--- config.mk ---
export PLATFORM = sky130hd
export DESIGN_NAME = mtrap_unit
export DESIGN_NICKNAME = d
export VERILOG_FILES = /design/src/rtl/mtrap_unit.sv
export SDC_FILE = /design/constraint.sdc
export NUM_CORES = 1
export LEC_CHECK = 0
export CAP_MARGIN = 40
export CORE_ASPECT_RATIO = 0.75
export CORE_MARGIN = 2
export CORE_UTILIZATION = 35
export DETAILED_ROUTE_END_ITERATION = 7
export DONT_BUFFER_PORTS = 1
export PLACE_DENSITY_LB_ADDON = 0.1
export SKIP_LAST_GASP = 1
export SYNTH_ARGS = -nofsm -noshare
export SYNTH_HDL_FRONTEND = slang
export SYNTH_SLANG_ARGS = --single-unit
--- constraint.sdc ---
create_clock -name clk -period 2.74 [get_ports clk]
set_input_delay 0.685 -clock clk [delete_from_list [all_inputs] [get_ports clk]]
set_output_delay 0.685 -clock clk [all_outputs]
set_load 0.02 [all_outputs]
--- src/rtl/mtrap_unit.sv ---
module mtrap_unit #(
  parameter int XLEN     = 32,
  parameter bit HAS_USER = 1'b1
) (
  input  logic            clk,
  input  logic            rst_n,
  input  logic            instr_valid,
  input  logic [31:0]     instr,
  input  logic [XLEN-1:0] pc,
  input  logic            mtvec_we,
  input  logic            mstatus_we,
  input  logic [XLEN-1:0] csr_wdata,
  output logic            redirect,
  output logic [XLEN-1:0] redirect_pc,
  output logic [1:0]      priv,
  output logic [XLEN-1:0] mstatus,
  output logic [XLEN-1:0] mepc,
  output logic [XLEN-1:0] mcause,
  output logic [XLEN-1:0] mtvec
);

  localparam logic [1:0]      PRV_M     = 2'b11;
  localparam logic [1:0]      PRV_U     = 2'b00;
  localparam logic [1:0]      LOWEST    = HAS_USER ? PRV_U : PRV_M;
  localparam logic [6:0]      OP_SYSTEM = 7'h73;
  localparam logic [2:0]      F3_CSRRW  = 3'b001;
  localparam logic [31:0]     MRET_WORD = 32'h3020_0073;
  localparam logic [XLEN-1:0] ALIGN     = {{(XLEN-2){1'b1}}, 2'b00};
  localparam logic [XLEN-1:0] CAUSE_ILL = XLEN'(2);
  localparam int              B_MIE     = 3;
  localparam int              B_MPIE    = 7;
  localparam int              B_MPP     = 11;

  logic       mie, mpie;
  logic [1:0] mpp;

  wire is_ro_write = instr[6:0] == OP_SYSTEM && instr[14:12] == F3_CSRRW
                     && instr[31:30] == 2'b11;
  wire take_trap   = instr_valid && is_ro_write;
  wire take_mret   = instr_valid && instr == MRET_WORD;

  wire [1:0] wr_mpp    = csr_wdata[B_MPP+1:B_MPP];
  wire       wr_mpp_ok = wr_mpp == PRV_M || (HAS_USER && wr_mpp == PRV_U);

  assign redirect    = take_trap || take_mret;
  assign redirect_pc = take_trap ? mtvec : mepc;

  always_comb begin
    mstatus              = '0;
    mstatus[B_MIE]       = mie;
    mstatus[B_MPIE]      = mpie;
    mstatus[B_MPP+1:B_MPP] = mpp;
  end

  always_ff @(posedge clk or negedge rst_n) begin
    if (!rst_n) begin
      priv   <= PRV_M;
      mie    <= 1'b0;
      mpie   <= 1'b0;
      mpp    <= PRV_M;
      mepc   <= '0;
      mcause <= '0;
    end else if (take_trap) begin
      priv   <= PRV_M;
      mpp    <= priv;
      mpie   <= mie;
      mie    <= 1'b0;
      mepc   <= pc & ALIGN;
      mcause <= CAUSE_ILL;
    end else if (take_mret) begin
      priv   <= mpp;
      mie    <= mpie;
      mpie   <= 1'b1;
      mpp    <= LOWEST;
    end else if (mstatus_we) begin
      mie  <= csr_wdata[B_MIE];
      mpie <= csr_wdata[B_MPIE];
      if (wr_mpp_ok) mpp <= wr_mpp;
    end
  end

  always_ff @(posedge clk or negedge rst_n) begin
    if (!rst_n)        mtvec <= '0;
    else if (mtvec_we) mtvec <= csr_wdata & ALIGN;
  end


  trap_entry_chk: assert property (@(posedge clk) disable iff (!rst_n)
    take_trap |=> priv == PRV_M && mcause == CAUSE_ILL && !mie
                  && mepc == ($past(pc) & ALIGN) && mpp == $past(priv)
                  && mpie == $past(mie));


  mret_restore_chk: assert property (@(posedge clk) disable iff (!rst_n)
    take_mret && !take_trap |=> priv == $past(mpp) && mie == $past(mpie)
                                && mpie && mpp == LOWEST);


  mpp_legal_chk: assert property (@(posedge clk) disable iff (!rst_n)
    mpp == PRV_M || (HAS_USER && mpp == PRV_U));


  priv_legal_chk: assert property (@(posedge clk) disable iff (!rst_n)
    priv == PRV_M || (HAS_USER && priv == PRV_U));


  idle_hold_chk: assert property (@(posedge clk) disable iff (!rst_n)
    !instr_valid && !mstatus_we |=> $stable(mstatus) && $stable(priv)
                                   && $stable(mepc) && $stable(mcause));


  redirect_target_chk: assert property (@(posedge clk) disable iff (!rst_n)
    redirect && !take_mret |-> redirect_pc == mtvec);

endmodule

==> Word level (Yosys, flattened, before mapping) <==
Index checks and enable logic that the tools add are counted.
{ "op_classes": {"reduce_logical": 11, "n_eq_ne": 5, "muxes": 13} }
{ "ops": {"columns": ["operator", "n"], "rows": [
  ["$eq A32 B30 Y1 const B", 1],
  ["$mux W32", 1],
  ["$mux W2", 6],
  ["$eq A7 B7 Y1 const B", 1],
  ["$mux W1", 6],
  ["$reduce_bool A3 Y1", 2],
  ["$eq A2 B2 Y1 const B", 2],
  ["$logic_and A1 B1 Y1", 4],
  ["$eq A3 B1 Y1 const B", 1],
  ["$logic_not A2 Y1", 1],
  ["$logic_or A1 B1 Y1", 2],
  ["$reduce_and A2 Y1", 1],
  ["$reduce_bool A2 Y1", 1]
]} }
{ "totals": {"output_inout_bits": 163, "inputBits": 101, "ff_bits": 67, "word_cells": 36} }

==> Longest topological paths before layout <==
Gate-level depths: netlist of the first run.
{ "logic_depth": {"word_depth": 6, "ltp_mapped": 7, "ltp_nobuf": 5} }

==> Least setup slack after synthesis of the first run <==
Ideal clock, no wire load.
{ "synth_path": {"path_kind": "input to output", "startpoint": "input port instr[14]", "endpoint": "output port redirect_pc[23]", "n_path_buf": 2, "setup_slack_ps": -73, "required_time_ps": 2055, "cell_stages": 7, "arrival_time_ps": 2128, "path_cell_list": "nand4bb_1 > or4_4 > or2_1 > buf_2 > buf_6 > nand2_1 > nand2_1"} }
{ "synth_between": {"elab_chain_cells": 5} }
{ "synth_lines": {"columns": ["element", "line", "source"], "rows": [
  ["start, declared", "8", "input logic [31:0] instr,"],
  ["$eq A3 B1 Y1", "37", "wire is_ro_write = instr[6:0] == OP_SYSTEM && instr[14:12] == F3_CSRRW"],
  ["$logic_and A1 B1 Y1", "37", null],
  ["$logic_and A1 B1 Y1", "38", "&& instr[31:30] == 2'b11;"],
  ["$logic_and A1 B1 Y1", "39", "wire take_trap = instr_valid && is_ro_write;"],
  ["$mux W32", "46", "assign redirect_pc = take_trap ? mtvec : mepc;"],
  ["end, declared", "14", "output logic [XLEN-1:0] redirect_pc,"]
]} }
Every way passes these cells.

==> Worst setup path in the final report of the first run <==
{ "layout_path": {"startpoint": "input port instr[14]", "endpoint": "output port redirect_pc[2]"} }
The elaborated chain is that of the path after synthesis.

==> impl_table.tex, run 1 <==
\begin{tabular}{lr}
\hline
Metric & Value \\
\hline
\multicolumn{2}{l}{\textbf{Layout}} \\
\quad Final cell utilization of the core & between 40\% and 50\% \\
\quad Final Instance Area & 4173 µm² \\
\quad Post-synthesis to final-layout area growth & 20.22\% \\
\quad Most frequent cells in the layout & nand2\_1, conb\_1, dfrtp\_1, nand2\_2, mux2\_2 \\
\quad Commonest non-fill, non-tap cell in the layout & nand2\_1 \\
\quad Antenna Cells & 0 \\
\quad Final nets & $\sim$500 \\
\quad Share of layout cells above drive strength 1 & a little over a third \\
\multicolumn{2}{l}{\textbf{Placed design}} \\
\quad Place WS & -148.1 ps \\
\quad Port Buffers & 0 \\
\quad Last weighted congestion value of the routability-driven placer & $\sim$0.71 \\
\quad Instance area after placement & between 3000 and 4000 µm² \\
\quad Detailed Place HPWL & between 5000 and 6000 µm \\
\multicolumn{2}{l}{\textbf{Route}} \\
\quad Detail-routed net length per standard cell & between 15 and 20 µm \\
\quad Final ANT Viol Nets & 0 \\
\quad Routed wire length on met2 & between 4000 and 5000 µm \\
\quad Total iterations of the first detailed-routing run & 4 \\
\quad Top routing layer in use & met4 \\
\quad Post-Route M1 WL & around 3700 µm \\
\quad Total wire length & approximately 9000 µm \\
\quad Met3 wire length & 881 µm \\
\quad Starting DRC count in detailed routing & between 100 and 150 \\
\quad Residual DRC & 0 \\
\quad Via count & 2439 \\
\quad Avg Vias per Cell & between 4 and 5 \\
\multicolumn{2}{l}{\textbf{Setup path}} \\
\quad Endpoint of the worst setup timing path & redirect\_pc[2] \\
\quad Max Fanout on Critical Path & 17 \\
\quad Number of cell instances on the worst register-to-register path & 2 \\
\quad Type of origin of the critical path & input port \\
\quad Worst Setup End Kind & output pin \\
\quad Worst EP required & 2060 ps \\
\quad Worst flop-to-flop path startpoint & mpie\$\_DFFE\_PN0P\_ \\
\quad Critical Path Source & instr[14] \\
\quad Critical path start-end classification & input port to output pin \\
\quad RR Endpoint & mie\$\_DFFE\_PN0P\_ \\
\quad Register-to-register path setup slack & approximately 1700 ps \\
\quad Data arrival time at the worst-slack endpoint & approximately 2100 ps \\
\multicolumn{2}{l}{\textbf{Floorplanning}} \\
\quad I/O pin count & roughly 260 \\
\quad Die outline height & around 90 µm \\
\quad Starting density of the core & 35.94\% \\
\quad Horizontal die dimension & between 100 and 150 µm \\
\quad Num rows & 31 \\
\quad Die outline area & 10740 µm² \\
\quad Core ar. & around 9700 µm² \\
\multicolumn{2}{l}{\textbf{Clock network}} \\
\quad Clock network latency to the later pin of the worst-skew pair & between 300 and 400 ps \\
\quad Number of H-tree branching levels & 3 \\
\quad TritonCTS Buffers & 9 \\
\quad Clock Pin Slew Worst Setup and Hold Paths & around 50 ps \\
\quad Bufs on Longest Clock Path & 2 \\
\quad Sink Count & 67 \\
\quad Clock tree from TritonCTS & built \\
\quad Clock Root Buffer & clkbuf\_16 \\
\quad Hold\_buf cts & 0 \\
\multicolumn{2}{l}{\textbf{Power}} \\
\quad Worst-case vdd ir drop & between 0.0003 and 0.0004 V \\
\quad Leakage power & 2.116 nW \\
\quad Power density over the cells & roughly 570 nW/µm² \\
\multicolumn{2}{l}{\textbf{Synth}} \\
\quad Distinct cell type count of the synthesized netlist & 31 \\
\quad Number of enable-type register cells in the synthesized netlist & 0 \\
\quad Ys Warns & 0 \\
\quad Sequential-to-total area share from yosys stat & roughly half \\
\quad Number of synthesized register bits & 67 \\
\quad Synth Flop Type & dfrtp\_1 \\
\quad Synth Instances & 370 \\
\quad Share of flip-flops with an asynchronous set or reset & 100.0\% \\
\quad Syn Std Cell Area & about 3500 µm² \\
\quad Mean instance size in the synthesized netlist & between 9 and 10 µm² \\
\multicolumn{2}{l}{\textbf{STA}} \\
\quad Hold violation count in the final report & 0 \\
\quad Share of the clock period used by the worst path after layout & 100.9\% \\
\quad Crit path setup slack, layout & -25.67 ps \\
\quad Crit path time final & around 2800 ps \\
\quad Total Negative Setup Slacks & -279.7 ps \\
\quad Worst hold slack across all endpoints & around 50 ps \\
\quad Final setup vio count & 22 \\
\quad Max Transition Viols Final & 0 \\
\quad Max Freq & 361.6 MHz \\
\quad Clock Skew & approximately 3.6 ps \\
\quad Unrepaired setup endpoints after global routing & true \\
\multicolumn{2}{l}{\textbf{Global route}} \\
\quad GRT Residual Overflow & 0 \\
\quad Maximum number of pins on one net before global-route repair & 68 \\
\quad Overall Global Routing Usage & approximately 16\% \\
\quad Wire length of the first global-routing pass & roughly 13000 µm \\
\quad Number of global-route vias before repair & roughly 2300 \\
\quad Number of antenna violations at the first check in global routing & 0 \\
\multicolumn{2}{l}{\textbf{Status}} \\
\quad Violated checks & negative setup slack \\
\quad Result of the run & complete, but fails checks \\
\multicolumn{2}{l}{\textbf{Hold path}} \\
\quad Hold/Removal Path Class & input port to async pin \\
\multicolumn{2}{l}{\textbf{Flow run}} \\
\quad Max-capacitance violation count & 0 \\
\hline
\end{tabular}
-- kinds of logic (layout without fill, tap and decap cells) --
kind of cell | Yosys count | count (layout) | share of synthesized area (%)
xor gates and xnor gates | 1 | 1 | 0.2524
other | 1 | 65 | 0.1080
and+or+nand+nor | 178 | 178 | 21.70
buffers and inverters | 82 | 48 | 17.41
AOI/OAI and AO/OA | 9 | 9 | 1.766
DFF | 67 | 67 | 48.45
muxes | 32 | 32 | 10.31
-- state kept, by name, summed over array words and instances (netlist names) --
signal and flops:
mtvec 30, priv 2, mpie 1, mepc 30, mpp 2, mcause 1
mie 1
-- per-stage QoR --
stage,total power [W],cells
5_1_grt,0.002474,532
3_5_place_dp,0.001343,500
2_1_floorplan,0.001397,434
4_1_cts,0.002403,525
6_report,0.002369,532
3_3_place_gp,0.001341,500
-- metal layers --
| metal | vias up | GRT usage (%) |
|---|---|---|
| li1 | 1112 | - |
| met1 | 1194 | 19.99 |
| met2 | 123 | 25.53 |
| met3 | 10 | 8.439 |
| met4 | 0 | 4.762 |
| met5 | - | 0 |
-- final cells by class --
class                   instances  area (µm²)
clock inverters                 3       17.52
multi-input cells             285        1673
fillers                       930        5485
inverters                       1       3.754
well taps                     132       165.2
repair buffers                 31       381.6
clock buffers                  13       250.2
flip-flops and latches         67        1682
-- what timing repair did --
item	in CTS	in global routing
gates cloned	3	1
endpoints found under the setup margin	31	31
pin swaps	15	7
buffers inserted	6	6
resized for setup	11	25
-- cell usage after synthesis, types with 3 or more instances --
library cell    n  area, µm²
o21ai_0         5      25.02
clkbuf_1        3      11.26
dfrtp_1        63       1577
buf_2           3      15.01
mux2_2         30      337.8
buf_4          72      540.5
dfstp_2         4      105.1
nand2_1       155      581.8
nor4_1          5      31.28
buf_6           3      33.78
-- how the worst min path moves through the flow --
stage	from	to	slack (ps)	cells past startpoint
floorplan	rst_n	mcause[1]$_DFFE_PN0P_	390	0
global placement	rst_n	mtvec[28]$_DFFE_PN0P_	390	0
detailed placement	rst_n	mtvec[28]$_DFFE_PN0P_	390	0
CTS	rst_n	mepc[27]$_DFFE_PN0P_	30	0
global route	rst_n	mepc[27]$_DFFE_PN0P_	20	0
finish	rst_n	mepc[28]$_DFFE_PN0P_	50	0
-- worst max-delay path: stages --
cell	delay (ps)
nand4bb_1	190
or4_4	540
or2_4	280
buf_12	160
nand2_1	100
nand2_2	120
-- power by group --
group / internal (W) / switching, W / total, W / leakage (nW)
Combinational: 0.0000548 / 0.000103 / 0.000157 / 1.14
Clock: 0.000634 / 0.000405 / 0.00104 / 0.130
Sequential: 0.00105 / 0.000124 / 0.00117 / 0.849
(Power assumes the default switching activity.)
==> run 2: changes to the inputs <==
--- a/config.mk
+++ b/config.mk
@@ -6,10 +6,9 @@
 export NUM_CORES = 1
 export LEC_CHECK = 0
 export CAP_MARGIN = 40
-export CORE_ASPECT_RATIO = 0.75
-export CORE_MARGIN = 2
-export CORE_UTILIZATION = 35
+export CORE_AREA = 2 2 102 104
 export DETAILED_ROUTE_END_ITERATION = 7
+export DIE_AREA = 0 0 104 106
 export DONT_BUFFER_PORTS = 1
 export PLACE_DENSITY_LB_ADDON = 0.1
 export SKIP_LAST_GASP = 1
==> impl_table.tex, run 2 (synthesized netlist as in run 1, its figures left out) <==
\begin{tabular}{lr}
\hline
Metric & Value \\
\hline
\multicolumn{2}{l}{\textbf{Status}} \\
\quad Result of the run & complete, but fails checks \\
\quad Violated checks & negative setup slack \\
\multicolumn{2}{l}{\textbf{Clock network}} \\
\quad TritonCTS Buffers & 9 (unchanged) \\
\quad Sink Count & 67 (unchanged) \\
\quad Clock tree from TritonCTS & built \\
\quad Clock Pin Slew Worst Setup and Hold Paths & 70 ps (+20 ps) \\
\quad Bufs on Longest Clock Path & 2 (unchanged) \\
\quad Clock Root Buffer & clkbuf\_8 \\
\quad Clock network latency to the later pin of the worst-skew pair & 330 ps (about the same) \\
\quad Number of H-tree branching levels & 3 (unchanged) \\
\multicolumn{2}{l}{\textbf{Setup path}} \\
\quad Data arrival time at the worst-slack endpoint & 2080 ps (about the same) \\
\quad Type of origin of the critical path & input port \\
\quad Worst path top cell family by delay & simple AND/OR/NAND/NOR gates \\
\quad Worst path bufs/invs & 1 (unchanged) \\
\quad Critical path start-end classification & input port to output pin \\
\quad Number of cell instances on the worst register-to-register path & 2 (unchanged) \\
\quad Register-to-register path setup slack & 1610 ps (-60 ps) \\
\quad Worst EP required & 2060 ps (about the same) \\
\quad Worst Setup End Kind & output pin \\
\quad Critical path's slowest cell & or4\_4 \\
\quad Maximum single-stage delay on the critical path & 540 ps (about the same) \\
\quad RR Endpoint & mie\$\_DFFE\_PN0P\_ \\
\quad Cell-by-cell trace of the critical path & nand4bb\_1 -> or4\_4 -> or2\_4 -> buf\_12 -> nand2\_1 -> nand2\_2 \\
\quad Worst flop-to-flop path startpoint & mpie\$\_DFFE\_PN0P\_ \\
\quad Max Fanout on Critical Path & 16 (-1) \\
\multicolumn{2}{l}{\textbf{Layout}} \\
\quad Final nets & 492 (-0.81\%) \\
\quad Largest registers & mepc x30, mtvec x30 \\
\quad Most frequent cells in the layout & nand2\_1, conb\_1, dfrtp\_1, nand2\_2, mux2\_2 \\
\quad Antenna Cells & 0 (unchanged) \\
\quad Post-synthesis to final-layout area growth & 17.27\% \\
\quad Number of standard cells in the layout, taps in and fillers out & 532 (unchanged) \\
\quad Share of layout cells above drive strength 1 & 34.09\% (-1.4 points) \\
\quad Commonest non-fill, non-tap cell in the layout & nand2\_1 \\
\multicolumn{2}{l}{\textbf{STA}} \\
\quad Max Transition Viols Final & 0 (unchanged) \\
\quad Share of the clock period used by the worst path after layout & 101.1\% (+0.16 points) \\
\quad Worst hold slack across all endpoints & 38.83 ps (-10.62 ps) \\
\quad Clock Skew & 6.722 ps (+3.117 ps) \\
\quad Unrepaired setup endpoints after global routing & true \\
\quad Final setup vio count & 15 (-32\%) \\
\quad Hold violation count in the final report & 0 (unchanged) \\
\quad Max Freq & 361.0 MHz (-0.15\%) \\
\quad Crit path setup slack, layout & -29.95 ps (-4.279 ps) \\
\quad Crit path time final & 2770 ps (+4.279 ps) \\
\multicolumn{2}{l}{\textbf{Placed design}} \\
\quad Count of placed standard cells including taps & 505 (+1.0\%) \\
\quad Port Buffers & 0 (unchanged) \\
\quad Last weighted congestion value of the routability-driven placer & 0.7411 (+3.9\%) \\
\quad Detailed Place HPWL & 5930 µm (-0.36\%) \\
\multicolumn{2}{l}{\textbf{Power}} \\
\quad Worst-case vdd ir drop & 0.0003129 V (-6.3\%) \\
\quad Power density over the cells & 526.5 nW/µm² (-7.2\%) \\
\quad Leakage power & 2.061 nW (-2.6\%) \\
\multicolumn{2}{l}{\textbf{Floorplanning}} \\
\quad Die outline height & 106 µm (+17\%) \\
\quad Horizontal die dimension & 104 µm (-13\%) \\
\quad I/O pin count & 264 (unchanged) \\
\quad Num rows & 37 (+19\%) \\
\quad Die outline area & 11020 µm² (+2.7\%) \\
\quad Starting density of the core & 34.71\% (-1.2 points) \\
\quad Core ar. & 10000 µm² (+3.5\%) \\
\multicolumn{2}{l}{\textbf{Route}} \\
\quad Via count & 2399 (-1.6\%) \\
\quad Final ANT Viol Nets & 0 (unchanged) \\
\quad Total iterations of the first detailed-routing run & 4 (unchanged) \\
\quad Residual DRC & 0 (unchanged) \\
\quad Total wire length & 8847 µm (-2.0\%) \\
\quad Starting DRC count in detailed routing & 106 (-7.0\%) \\
\quad Detail-routed net length per standard cell & 16.63 µm (-2.0\%) \\
\quad Avg Vias per Cell & 4.509 (-1.6\%) \\
\multicolumn{2}{l}{\textbf{Hold path}} \\
\quad Hold/Removal Path Class & input port to async pin \\
\multicolumn{2}{l}{\textbf{Global route}} \\
\quad GRT Residual Overflow & 0 (unchanged) \\
\quad Overall Global Routing Usage & 14.86\% (-1.6 points) \\
\quad Number of global-route vias before repair & 2358 (+1.7\%) \\
\quad Number of antenna violations at the first check in global routing & 0 (unchanged) \\
\quad Wire length of the first global-routing pass & 12800 µm (-4.2\%) \\
\quad Maximum number of pins on one net before global-route repair & 68 (unchanged) \\
\multicolumn{2}{l}{\textbf{Flow run}} \\
\quad Max-capacitance violation count & 0 (unchanged) \\
\hline
\end{tabular}
run 2: cell types whose count changed in the layout (fill, tap and decap cells not counted), moves of 2 or more:
cell / before / now
clkbuf_16: 10 / 4
buf_4: 21 / 16
nand2_2: 37 / 33
buf_16: 2 / 0
clkbuf_8: 1 / 10
nand2_1: 99 / 103
run 2: worst max-delay path by stage:
stage               startpoint              end  slack, ps  cells past startpoint
floorplan            instr[14]  redirect_pc[10]        -40                      7
global placement     instr[14]  redirect_pc[19]       -100                      6
detailed placement   instr[14]  redirect_pc[21]       -110                      6
CTS                  instr[14]  redirect_pc[17]        -20                      6
global route         instr[14]  redirect_pc[11]        -80                      6
finish               instr[14]  redirect_pc[22]        -30                      6
run 2: power breakdown:
part,internal (W),switching [W]
logic,0.0000551,0.000102
registers,0.00105,0.000125
clock network,0.000445,0.000370
run 2: cell type report:
class                   instances  area (µm²)
fillers                      1014        5929
flip-flops and latches         67        1682
multi-input cells             285        1660
repair buffers                 27       359.1
well taps                     136       170.2
clock buffers                  12       145.1
clock inverters                 4       50.05
inverters                       1       3.754
run 2: stage by stage:
step                setup slack [ps]  total power, W  utilization (%)  TNS, ps  area (µm²)
finish                        -29.95        0.002143            40.70   -267.5        4070
global route                  -75.90        0.002249            40.70    -1266        4070
CTS                           -21.47        0.002180            38.28   -322.4        3827
detailed placement            -113.2        0.001345            35.74    -2629        3573
global placement              -98.33        0.001343            35.74    -2146        3573
floorplan                     -38.44        0.001397                -    -1053        3860
run 2: worst register-to-register path, cell delays in order, from the launching register on:
cell	delay, ps
dfrtp_1	470
nor4_1	430
a2111oi_2	90
run 2: routing by layer:
layer  wire (µm)  GRT usage, %  vias up
li1            -             -     1103
met1        3476         17.00     1151
met2        4381         25.19      137
met3         895         6.744        8
met4          93         4.151        0
met5           0             0        -
run 2: timing repair:
item / CTS / global route
hold buffers: 0 / 0
setup endpoints to repair: 31 / 30
pin swaps: 4 / 7
cloned: 1 / 5
buffers inserted: 1 / 4
gates resized for setup: 6 / 24
==> run 3: changes to the inputs <==
--- a/config.mk
+++ b/config.mk
@@ -6,9 +6,12 @@
 export NUM_CORES = 1
 export LEC_CHECK = 0
 export CAP_MARGIN = 40
-export CORE_AREA = 2 2 102 104
+export CELL_PAD_IN_SITES_DETAIL_PLACEMENT = 1
+export CELL_PAD_IN_SITES_GLOBAL_PLACEMENT = 1
+export CORE_ASPECT_RATIO = 0.75
+export CORE_MARGIN = 2
+export CORE_UTILIZATION = 39
 export DETAILED_ROUTE_END_ITERATION = 7
-export DIE_AREA = 0 0 104 106
 export DONT_BUFFER_PORTS = 1
 export PLACE_DENSITY_LB_ADDON = 0.1
 export SKIP_LAST_GASP = 1
==> impl_table.tex, run 3 (synthesized netlist as in run 1, its figures left out) <==
\begin{tabular}{lr}
\hline
Metric & Value \\
\hline
\multicolumn{2}{l}{\textbf{STA}} \\
\quad Clock Skew & 1.069 ps (-5.653 ps) \\
\quad Final setup vio count & 31 (+16) \\
\quad Unrepaired setup endpoints after global routing & true \\
\quad Crit path setup slack, layout & -89.21 ps (-59.26 ps) \\
\quad Worst hold slack across all endpoints & 50.45 ps (+11.62 ps) \\
\quad Hold violation count in the final report & 0 (unchanged) \\
\quad Max Transition Viols Final & 0 (unchanged) \\
\quad Crit path time final & 2829 ps (+59.26 ps) \\
\quad Max Freq & 353.5 MHz (-2.1\%) \\
\quad Total Negative Setup Slacks & -1925 ps (-1658 ps) \\
\quad Share of the clock period used by the worst path after layout & 103.3\% (+2.2 points) \\
\multicolumn{2}{l}{\textbf{Status}} \\
\quad Violated checks & design-rule violations, negative setup slack \\
\quad Result of the run & complete, but fails checks \\
\multicolumn{2}{l}{\textbf{Global route}} \\
\quad GRT Residual Overflow & 0 (unchanged) \\
\quad Wire length of the first global-routing pass & 14520 µm (+13\%) \\
\quad Number of antenna violations at the first check in global routing & 0 (unchanged) \\
\quad Number of global-route vias before repair & 2527 (+7.2\%) \\
\quad Maximum number of pins on one net before global-route repair & 68 (unchanged) \\
\quad Overall Global Routing Usage & 19.63\% (+4.8 points) \\
\multicolumn{2}{l}{\textbf{Route}} \\
\quad Via count & 2489 (+3.8\%) \\
\quad Total wire length & 9658 µm (+9.2\%) \\
\quad Avg Vias per Cell & 4.890 (+8.4\%) \\
\quad Final ANT Viol Nets & 0 (unchanged) \\
\quad Residual DRC & 15 (+15) \\
\quad Total iterations of the first detailed-routing run & 6 (+2) \\
\quad Detail-routed net length per standard cell & 18.97 µm (+14\%) \\
\quad Starting DRC count in detailed routing & 105 (-0.94\%) \\
\multicolumn{2}{l}{\textbf{Layout}} \\
\quad Final nets & 498 (+1.2\%) \\
\quad Fillcell total & 956 (-5.7\%) \\
\quad Share of layout cells above drive strength 1 & 40.40\% (+6.3 points) \\
\quad Most frequent cells in the layout & nand2\_1, conb\_1, dfrtp\_1, nand2\_2, mux2\_2 \\
\quad Number of standard cells in the layout, taps in and fillers out & 509 (-4.3\%) \\
\quad Post-synthesis to final-layout area growth & 23.90\% \\
\quad Antenna Cells & 0 (unchanged) \\
\quad Commonest non-fill, non-tap cell in the layout & nand2\_1 \\
\quad Multi-input combinational cell area & 1774 µm² (+6.9\%) \\
\quad Register Area & 1682 µm² (unchanged) \\
\quad Largest registers & mepc x30, mtvec x30 \\
\multicolumn{2}{l}{\textbf{Clock network}} \\
\quad Clock tree from TritonCTS & built \\
\quad Hold\_buf cts & 0 (unchanged) \\
\quad Clock network latency to the later pin of the worst-skew pair & 320 ps (about the same) \\
\quad Bufs on Longest Clock Path & 2 (unchanged) \\
\quad Clock Root Buffer & clkbuf\_16 \\
\quad TritonCTS Buffers & 9 (unchanged) \\
\quad Clock Pin Slew Worst Setup and Hold Paths & 50 ps (-20 ps) \\
\quad Sink Count & 67 (unchanged) \\
\quad Number of H-tree branching levels & 3 (unchanged) \\
\multicolumn{2}{l}{\textbf{Floorplanning}} \\
\quad I/O pin count & 264 (unchanged) \\
\quad Num rows & 29 (-22\%) \\
\quad Starting density of the core & 40.53\% (+5.8 points) \\
\quad Die outline area & 9678 µm² (-12\%) \\
\quad Die outline height & 85.70 µm (-19\%) \\
\quad Core ar. & 8563 µm² (-14\%) \\
\quad Horizontal die dimension & 112.9 µm (+8.6\%) \\
\multicolumn{2}{l}{\textbf{Placed design}} \\
\quad Count of placed standard cells including taps & 481 (-4.8\%) \\
\quad Detailed Place HPWL & 6944 µm (+17\%) \\
\quad Last weighted congestion value of the routability-driven placer & 0.8112 (+9.5\%) \\
\quad Port Buffers & 0 (unchanged) \\
\quad Place WS & -167.7 ps (-54.53 ps) \\
\multicolumn{2}{l}{\textbf{Setup path}} \\
\quad Max Fanout on Critical Path & 7 (-9) \\
\quad Worst EP required & 2060 ps (about the same) \\
\quad Type of origin of the critical path & input port \\
\quad Data arrival time at the worst-slack endpoint & 2140 ps (+60 ps) \\
\quad Worst Setup End Kind & output pin \\
\quad Critical path start-end classification & input port to output pin \\
\multicolumn{2}{l}{\textbf{Hold path}} \\
\quad Hold/Removal Path Class & input port to async pin \\
\multicolumn{2}{l}{\textbf{Flow run}} \\
\quad Max-capacitance violation count & 0 (unchanged) \\
\multicolumn{2}{l}{\textbf{Power}} \\
\quad Power density over the cells & 564.1 nW/µm² (+7.1\%) \\
\quad Worst-case vdd ir drop & 0.0003060 V (-2.2\%) \\
\quad Total power of the final layout & 0.002426 W (+13\%) \\
\quad Leakage power & 2.200 nW (+6.7\%) \\
\hline
\end{tabular}
run 3: path summary, 6_finish.rpt:
| check | depth (start not counted) | to | from | slack [ps] |
|---|---|---|---|---|
| setup / recovery | 7 | redirect_pc[9] | instr[14] | -90 |
| hold / removal | 0 | mtvec[28]$_DFFE_PN0P_ | rst_n | 50 |
| setup reg to reg | 2 | mie$_DFFE_PN0P_ | mpie$_DFFE_PN0P_ | 1600 |
| hold reg to reg | 2 | mpp[1]$_DFFE_PN1P_ | priv[1]$_DFFE_PN1P_ | 560 |
| max in group asynchronous | 0 | mpp[1]$_DFFE_PN1P_ | rst_n | 2470 |
| min in group clk | 2 | mepc[31]$_DFFE_PN0P_ | pc[31] | 470 |
run 3: what timing repair did:
item,4_1_cts,5_1_grt
resized for setup,22,37
cloned,2,3
setup buffers,4,4
setup endpoints to repair,31,31
pin swaps,12,25
hold endpoints to repair,0,0
run 3: critical path: stages:
cell	delay [ps]
nand4bb_4	200
or4_4	570
nor2_4	180
buf_12	160
clkbuf_16	160
nand2_2	70
nand2_4	120
run 3: per-stage QoR:
stage | util [%] | cell area (µm²)
after floorplan | - | 3860
final | 50.22 | 4300
after detailed placement | 41.96 | 3593
after global routing | 50.22 | 4300
after global placement | 41.96 | 3593
after CTS | 47.37 | 4056
run 3: power by group:
| group | internal, W | leakage (nW) | switching (W) |
|---|---|---|---|
| sequential | 0.00105 | 0.849 | 0.000132 |
| combinational | 0.0000576 | 1.21 | 0.000106 |
| clock | 0.000678 | 0.141 | 0.000404 |
run 3: cell type report:
| type | count | share of cell area, % |
|---|---|---|
| Clock buffer | 13 | 6.285 |
| Clock inverter | 2 | 0.2328 |
| Inverter | 1 | 0.08729 |
| Multi-Input combinational cell | 285 | 41.26 |
| Sequential cell | 67 | 39.10 |
| Tap cell | 108 | 3.142 |
| Timing Repair Buffer | 33 | 9.892 |
run 3: routing by layer:
metal	vias to the layer above	global-route usage (%)	part of all wire [%]
met5	-	0	0
met4	0	6.319	1.3
li1	1098	-	-
met3	13	8.975	11
met1	1251	22.46	36
met2	127	33.13	51
